## config.mk

```make
export PLATFORM = sky130hd
export DESIGN_NAME = intr_chain_ctrl
export DESIGN_NICKNAME = d
export VERILOG_FILES = /design/src/rtl/intr_chain_pkg.sv /design/src/rtl/intr_prio_enc.sv /design/src/rtl/intr_vec_fmt.sv /design/src/rtl/intr_chain_ctrl.sv
export SDC_FILE = /design/constraint.sdc
export NUM_CORES = 1
export LEC_CHECK = 0
export ABC_AREA = 0
export CORE_AREA = 4 4 46 48
export CTS_BUF_LIST = sky130_fd_sc_hd__clkbuf_8
export DETAILED_ROUTE_END_ITERATION = 8
export DIE_AREA = 0 0 50 52
export PLACE_DENSITY = 0.82
export SETUP_SLACK_MARGIN = 0.02
export SYNTH_ARGS = -nofsm -noshare
export SYNTH_HDL_FRONTEND = slang
export SYNTH_SLANG_ARGS = --single-unit
```

## constraint.sdc

```tcl
create_clock -name clk -period 3.9 [get_ports clk]
set_clock_uncertainty 0.2 [all_clocks]
set_input_delay 0.78 -clock clk [delete_from_list [all_inputs] [get_ports clk]]
set_output_delay 0.78 -clock clk [all_outputs]
set_load 0.01 [all_outputs]
```

## src/rtl/intr_chain_pkg.sv

```systemverilog
package intr_chain_pkg;

    parameter int VEC_W    = 8;
    parameter int CODE_W   = 3;
    parameter int CODE_LSB = 1;

    localparam int MARK_SER = 1;
    localparam int MARK_DMA = 0;

    typedef struct packed {
        logic [1:0]       marks;
        logic             irq;
        logic             rd_q;
        logic             oe;
        logic [VEC_W-1:0] vec;
    } chain_state_t;

endpackage

```

## src/rtl/intr_prio_enc.sv

```systemverilog
module intr_prio_enc #(
    parameter int N = 4,
    localparam int IDX_W = (N > 1) ? $clog2(N) : 1
) (
    input  logic [N-1:0]     req,
    output logic             any,
    output logic [IDX_W-1:0] idx
);

    // lowest index wins
    always_comb begin
        idx = '0;
        for (int i = N - 1; i >= 0; i--) begin
            if (req[i]) begin
                idx = IDX_W'(i);
            end
        end
    end

    assign any = |req;

endmodule

```

## src/rtl/intr_vec_fmt.sv

```systemverilog
module intr_vec_fmt
    import intr_chain_pkg::*;
(
    input  logic [VEC_W-1:0]  base,
    input  logic [CODE_W-1:0] code,
    input  logic              en,
    output logic [VEC_W-1:0]  vec
);

    always_comb begin
        vec = base;
        if (en) begin
            vec[CODE_LSB +: CODE_W] = code;
        end
    end

endmodule

```

## src/rtl/intr_chain_ctrl.sv

```systemverilog
module intr_chain_ctrl
    import intr_chain_pkg::*;
#(
    parameter int N_SER = 4,
    parameter int N_DMA = 2,
    localparam int SER_IW = (N_SER > 1) ? $clog2(N_SER) : 1,
    localparam int DMA_IW = (N_DMA > 1) ? $clog2(N_DMA) : 1
) (
    input  logic             clk,
    input  logic             rst_n,
    input  logic             mie,
    input  logic             vec_mod,
    input  logic [VEC_W-1:0] base_vec,
    input  logic [N_SER-1:0] ser_req,
    input  logic [N_DMA-1:0] dma_req,
    input  logic             ius_clr,
    input  logic             chain_in,
    output logic             chain_out,
    input  logic             ack_n,
    input  logic             rd_n,
    output logic             irq_n,
    output logic             vec_oe,
    output logic [VEC_W-1:0] vec_out
);

    chain_state_t s_d, s_q;

    logic              ser_any, dma_any;
    logic [SER_IW-1:0] ser_idx;
    logic [DMA_IW-1:0] dma_idx;
    logic [CODE_W-1:0] sel_code;
    logic [VEC_W-1:0]  fmt_vec;
    logic              pend;

    intr_prio_enc #(.N(N_SER)) u_ser_enc (
        .req (ser_req),
        .any (ser_any),
        .idx (ser_idx)
    );

    intr_prio_enc #(.N(N_DMA)) u_dma_enc (
        .req (dma_req),
        .any (dma_any),
        .idx (dma_idx)
    );

    // serial codes start at 0, DMA codes follow the serial range
    assign sel_code = ser_any ? CODE_W'(ser_idx)
                              : CODE_W'(N_SER) + CODE_W'(dma_idx);

    intr_vec_fmt u_fmt (
        .base (base_vec),
        .code (sel_code),
        .en   (vec_mod),
        .vec  (fmt_vec)
    );

    assign pend = mie & (ser_any | dma_any);

    always_comb begin
        logic       take, claim_ser, claim_dma;
        logic [1:0] clr;

        s_d      = s_q;
        s_d.irq  = pend;
        s_d.rd_q = rd_n;

        take      = ~rd_n & s_q.rd_q & ~ack_n & mie & chain_in;
        claim_ser = take & ser_any & ~s_q.marks[MARK_SER];
        claim_dma = take & ~ser_any & dma_any & (s_q.marks == 2'b00);

        clr = 2'b00;
        if (ius_clr) begin
            if (s_q.marks[MARK_SER]) begin
                clr[MARK_SER] = 1'b1;
            end else if (s_q.marks[MARK_DMA]) begin
                clr[MARK_DMA] = 1'b1;
            end
        end

        s_d.marks = s_q.marks & ~clr;
        s_d.marks[MARK_SER] = s_d.marks[MARK_SER] | claim_ser;
        s_d.marks[MARK_DMA] = s_d.marks[MARK_DMA] | claim_dma;

        if (claim_ser | claim_dma) begin
            s_d.oe  = 1'b1;
            s_d.vec = fmt_vec;
        end else if (ack_n | rd_n) begin
            s_d.oe  = 1'b0;
            s_d.vec = '0;
        end
    end

    always_ff @(posedge clk or negedge rst_n) begin
        if (!rst_n) begin
            s_q      <= '0;
            s_q.rd_q <= 1'b1;
        end else begin
            s_q <= s_d;
        end
    end

    assign chain_out = mie ? (chain_in & ~(|s_q.marks) & ~(~ack_n & pend))
                           : chain_in;
    assign irq_n     = ~s_q.irq;
    assign vec_oe    = s_q.oe;
    assign vec_out   = s_q.oe ? s_q.vec : '0;

endmodule


```

After elaboration in Yosys (flattened, before gate mapping). Index checks and enable logic that the tools add are counted.

$add $sub $neg: 1. Multiplexer cells: 16. Bitwise gates (word level): 27. Reduce and logical (&&, ||, !) cells: 5.

Operators by type and width (number): 2-to-1 mux 9 bit (2); AND 1 bit (13); 2-to-1 mux 2 bit (5); 2-to-1 mux 8 bit (1); inverter 1 bit (7); 2-to-1 mux 1 bit (6); 2-to-1 mux 3 bit (2); bitwise OR 1 bit (5); OR reduction 2 bit (2); OR reduction 4 bit (1); adder 3 x 1 -> 3 bit, first input constant (1); AND 2 bit (1); zero test 2 bit (1); inverter 2 bit (1); nonzero test 2 bit (1).

Flip-flop bits (word level): 13. Bits of input ports: 22. Output and inout bits: 11. Logic and storage cells: 54.

Depth between registers and ports, before layout. Gate-level depths: netlist of the first run.

Word-level depth: 10. Mapped depth: 5. Depth with buffers taken out: 4.

Modules after synthesis. Synthesis of the first run repeated with hierarchy kept, for this count alone.

Cells, all modules: 84. Area, all modules: 804.5 um2.

Modules (own cells, without submodules): intr_chain_ctrl (instances 1, cells an instance 67, area an instance 685.7 um2, seq. area each 326.6 um2); intr_vec_fmt (instances 1, cells an instance 8, area an instance 71.3 um2, seq. area each 0.0 um2); intr_prio_enc at u_ser_enc (instances 1, cells an instance 7, area an instance 35.0 um2, seq. area each 0.0 um2); intr_prio_enc at u_dma_enc (instances 1, cells an instance 2, area an instance 12.5 um2, seq. area each 0.0 um2).

Worst setup path before layout of the first run. Ideal clock, no wire load.

Path kind: input-to-output. From: input port ser_req[1]. To: output port chain_out. Arrival time: 1.637 ns. Data required time: 2.920 ns. Slack: 1.283 ns. Stages: 4. Path buffers: 0. Cell sequence: nor4_4 a21oi_1 o31ai_1 and2_1.

Cells in the longest elaborated chain, start to end: 7.

Ends and longest elaborated chain: start, declared (RTL line intr_chain_ctrl.sv:14) `input logic [N_SER-1:0] ser_req,`; OR reduction 4 bit (RTL line intr_prio_enc.sv:20) `assign any = |req;`; bitwise OR 1 bit (RTL line intr_chain_ctrl.sv:58) `assign pend = mie & (ser_any | dma_any);`; AND 1 bit (RTL line intr_chain_ctrl.sv:58); AND 1 bit (RTL line intr_chain_ctrl.sv:103) `assign chain_out = mie ? (chain_in & ~(|s_q.marks) & ~(~ack_n & pend))`; inverter 1 bit (RTL line intr_chain_ctrl.sv:103); AND 1 bit (RTL line intr_chain_ctrl.sv:103); 2-to-1 mux 1 bit (RTL line intr_chain_ctrl.sv:103); end, declared (RTL line intr_chain_ctrl.sv:18) `output logic chain_out,`.

Every way passes these cells.

Final worst setup path of the first run.
From: input port ser_req[0]. To: output port chain_out.

The elaborated chain is that of the path after synthesis.

==> results of run 1 <==
[logic make-up after synthesis]
kind of cell | share of synthesized area [%]
AO/OA/AOI/OAI | 23.8
multiplexers | 2.72
flip-flops | 44.4
buffers and inverters | 3.57
AND/OR/NAND/NOR | 25.5
[cell usage in the layout, fill, tap and decap left out]
| master | count |
|---|---|
| a31oi_1 | 2 |
| nor4_4 | 1 |
| nor2_1 | 4 |
| a21boi_0 | 1 |
| nand2b_1 | 1 |
| a21o_2 | 1 |
| o211ai_1 | 1 |
| o21bai_4 | 1 |
| o21ai_0 | 7 |
| clkdlybuf4s50_1 | 32 |
| nand2_1 | 11 |
| and2_1 | 9 |
| nand3b_1 | 1 |
| o2bb2ai_1 | 1 |
| o31ai_1 | 1 |
| inv_1 | 5 |
| nand4b_4 | 1 |
| dfstp_2 | 1 |
| dfrtp_1 | 12 |
| nor2b_1 | 1 |
| mux2i_1 | 2 |
| clkbuf_8 | 3 |
| a2111oi_4 | 1 |
| o21ai_2 | 3 |
| nor3_1 | 2 |
| a21oi_1 | 3 |
[state kept, by name, summed over array words and instances (netlist names)]
name,cells
s_q,12
vec_oe,1
[stage by stage]
stage                     util [%]  instance area, sq um
after floorplan                  -                   736
after global placement        63.0                  1080
after detailed placement      63.0                  1080
after CTS                     65.6                  1120
after global routing          65.6                  1120
final                         65.6                  1120
[critical path: stages]
cell and delay [ps]:
clkdlybuf4s50_1 490, nor4_4 470, a21oi_1 120, o31ai_1 190
and2_1 150, clkdlybuf4s50_1 530
[power breakdown]
| part | total [mW] | switching, mW | internal (mW) | leakage (nW) |
|---|---|---|---|---|
| clock network | 0.115 | 0.0456 | 0.0693 | 0.0269 |
| registers | 0.141 | 0.00212 | 0.138 | 0.175 |
| logic | 0.0493 | 0.0209 | 0.0284 | 0.258 |
| total | 0.305 | 0.0686 | 0.236 | 0.460 |
[routing by layer]
layer  up-vias  part of all wire [%]
met5         -                     0
met4         0                     0
met3         0                   6.6
met2        25                    48
met1       288                    45
li1        327                     -
[final cells by class]
cell class | instances | area share (%)
Clock inverter | 1 | 0.335
Timing Repair Buffer | 32 | 28.6
Clock buffer | 3 | 3.68
Tap cell | 25 | 2.79
Inverter | 4 | 1.34
Sequential cell | 13 | 29.1
Multi-Input combinational cell | 55 | 34.2
[worst max-delay path by stage]
| stage | cells past startpoint | end | slack, ps |
|---|---|---|---|
| after floorplan | 4 | chain_out | 1280 |
| after global placement | 6 | chain_out | 230 |
| after detailed placement | 6 | chain_out | 200 |
| after CTS | 6 | chain_out | 190 |
| after global routing | 6 | chain_out | 140 |
| final | 6 | chain_out | 190 |
==> key figures, run 1 <==
Outcome
  • Status: completed

Floorplan
  • Starting Density: 43.1%
  • Rows: 15
  • IO Count: 33
  • Die area: 2600 sq um
  • Die Span X: 50 um
  • Die Y: 52 um
  • Core area: 1710 sq um

Critical path
  • Crit Path Class: in -> out
  • Crit path DAT: 2730 ps
  • Flop-to-flop setup slack: 1830 ps
  • CP required: 2920 ps
  • Max Fanout on Critical Path: 6
  • Worst setup SP type: input port
  • Reg2reg path depth: 3
  • RR Endpoint: s_q[4]
  • Worst R2R Start: s_q[9]
  • CP startpoint: ser_req[0]
  • Crit end category: output pin

Clock tree
  • CTS root buf: clkbuf_8
  • PostCTS Resize Cnt: 0
  • CTS Buf Count: 3
  • Clock Tree Buf Depth: 2
  • CTS Hold Bufs: 0
  • Clk Latency, worst-skew pair: 240 ps
  • CTS H-tree depth: 1
  • Post CTS Setup Buffer Count: 0
  • CTS tree: done
  • Clk sinks: 13
  • Reg clk slew, reported paths: 50 ps

Global route
  • M2 GR Usage: 23.0%
  • Tot GR Track Use: 13.4%
  • First-pass GRT wire length: 2640 um
  • Met3 Use GR: 4.01%
  • M1 GR Usage: 15.8%
  • Antenna violations before repair: 0
  • Largest net degree at the start of global routing: 16
  • Grt total ovfl: 0
  • Number of global-route vias before repair: 621
  • GR peak layer: met2

Routing
  • DRT Pass-1 Iters: 4
  • Routed wire per std cell: 12.3 um
  • Via count: 640
  • WL final: 1640 um
  • Iteration-0 DRC Markers: 4
  • Routed Antenna Nets: 0
  • Vias per inst: 4.81
  • Residual DRC count: 0

Timing
  • Fin Hold WS: 321 ps
  • Highest Clock Rate: 269 MHz
  • Fin crit share: 95.2%
  • Final Hold Viols: 0
  • RSZ-0062 raised after global routing: false
  • Setup TNS: 0 ps
  • Final Max Tran Viols: 0
  • Final WS setup: 187 ps
  • Final setup violation count: 0
  • Relative slew slack: 40.0%
  • Worst Tran Pin Value: 900 ps
  • Min cycle time layout: 3710 ps

Placement
  • Port bufs: 32
  • Post-Place Setup Slack: 200 ps
  • Post-DP HPWL: 1280 um
  • RePlAce Congestion: 0.825
  • Placed cell count: 129

Yosys
  • Cell variety after synth: 25
  • Main flop type after synthesis: dfrtp_1
  • Register area share after synthesis: 44.4%
  • FFs w/ async S/R, synth: 100%
  • Synthesized area: 736 sq um
  • Post-synth top area cell: dfrtp_1
  • Syn_area_per_cell: 10.1 sq um
  • Most common cell in the netlist: dfrtp_1
  • Top cells by count, synth: dfrtp_1, nand2_1, and2_1
  • Yosys top cell area share: 40.8%
  • Yosys warns: 0
  • Synth Instances: 73
  • Post-Syn Nets: 95
  • EDFF count, synth: 0
  • Top post-synthesis cells by area: dfrtp_1, and2_1, nand2_1
  • Synth Register Bits: 13

Run
  • Max-cap violations: 0

Hold path
  • Hold path depth: 2
  • Worst hold path startpoint: s_q[6]
  • Hold Path End: s_q[6]
  • Worst Hold Class: reg -> reg

Final layout
  • Ant. Diodes: 0
  • Multi-input gate area: 383 sq um
  • FF/Latch Area: 327 sq um
  • Final net count: 131
  • Area growth syn-to-layout: 52.4%
  • Filler-free cell count of the finished design: 133
  • Fill cells: 128
  • Share of layout cells above drive strength 1: 11.1%

Power and ir drop
  • PwrDens: 272 nW/um^2
  • Power Total: 0.305 mW
  • Pleak: 0.460 nW
  • Maximum VDD drop: 0.000210 V
Note: power is estimated with default switching activity, not from simulation.
==> run 2: changes to the inputs <==
--- a/config.mk
+++ b/config.mk
@@ -12,6 +12,7 @@
 export DIE_AREA = 0 0 50 52
 export PLACE_DENSITY = 0.82
 export SETUP_SLACK_MARGIN = 0.02
+export SLEW_MARGIN = 25
 export SYNTH_ARGS = -nofsm -noshare
 export SYNTH_HDL_FRONTEND = slang
 export SYNTH_SLANG_ARGS = --single-unit
==> results of run 2 <==
The final DEF is identical to that of run 1; final timing and power are the same.
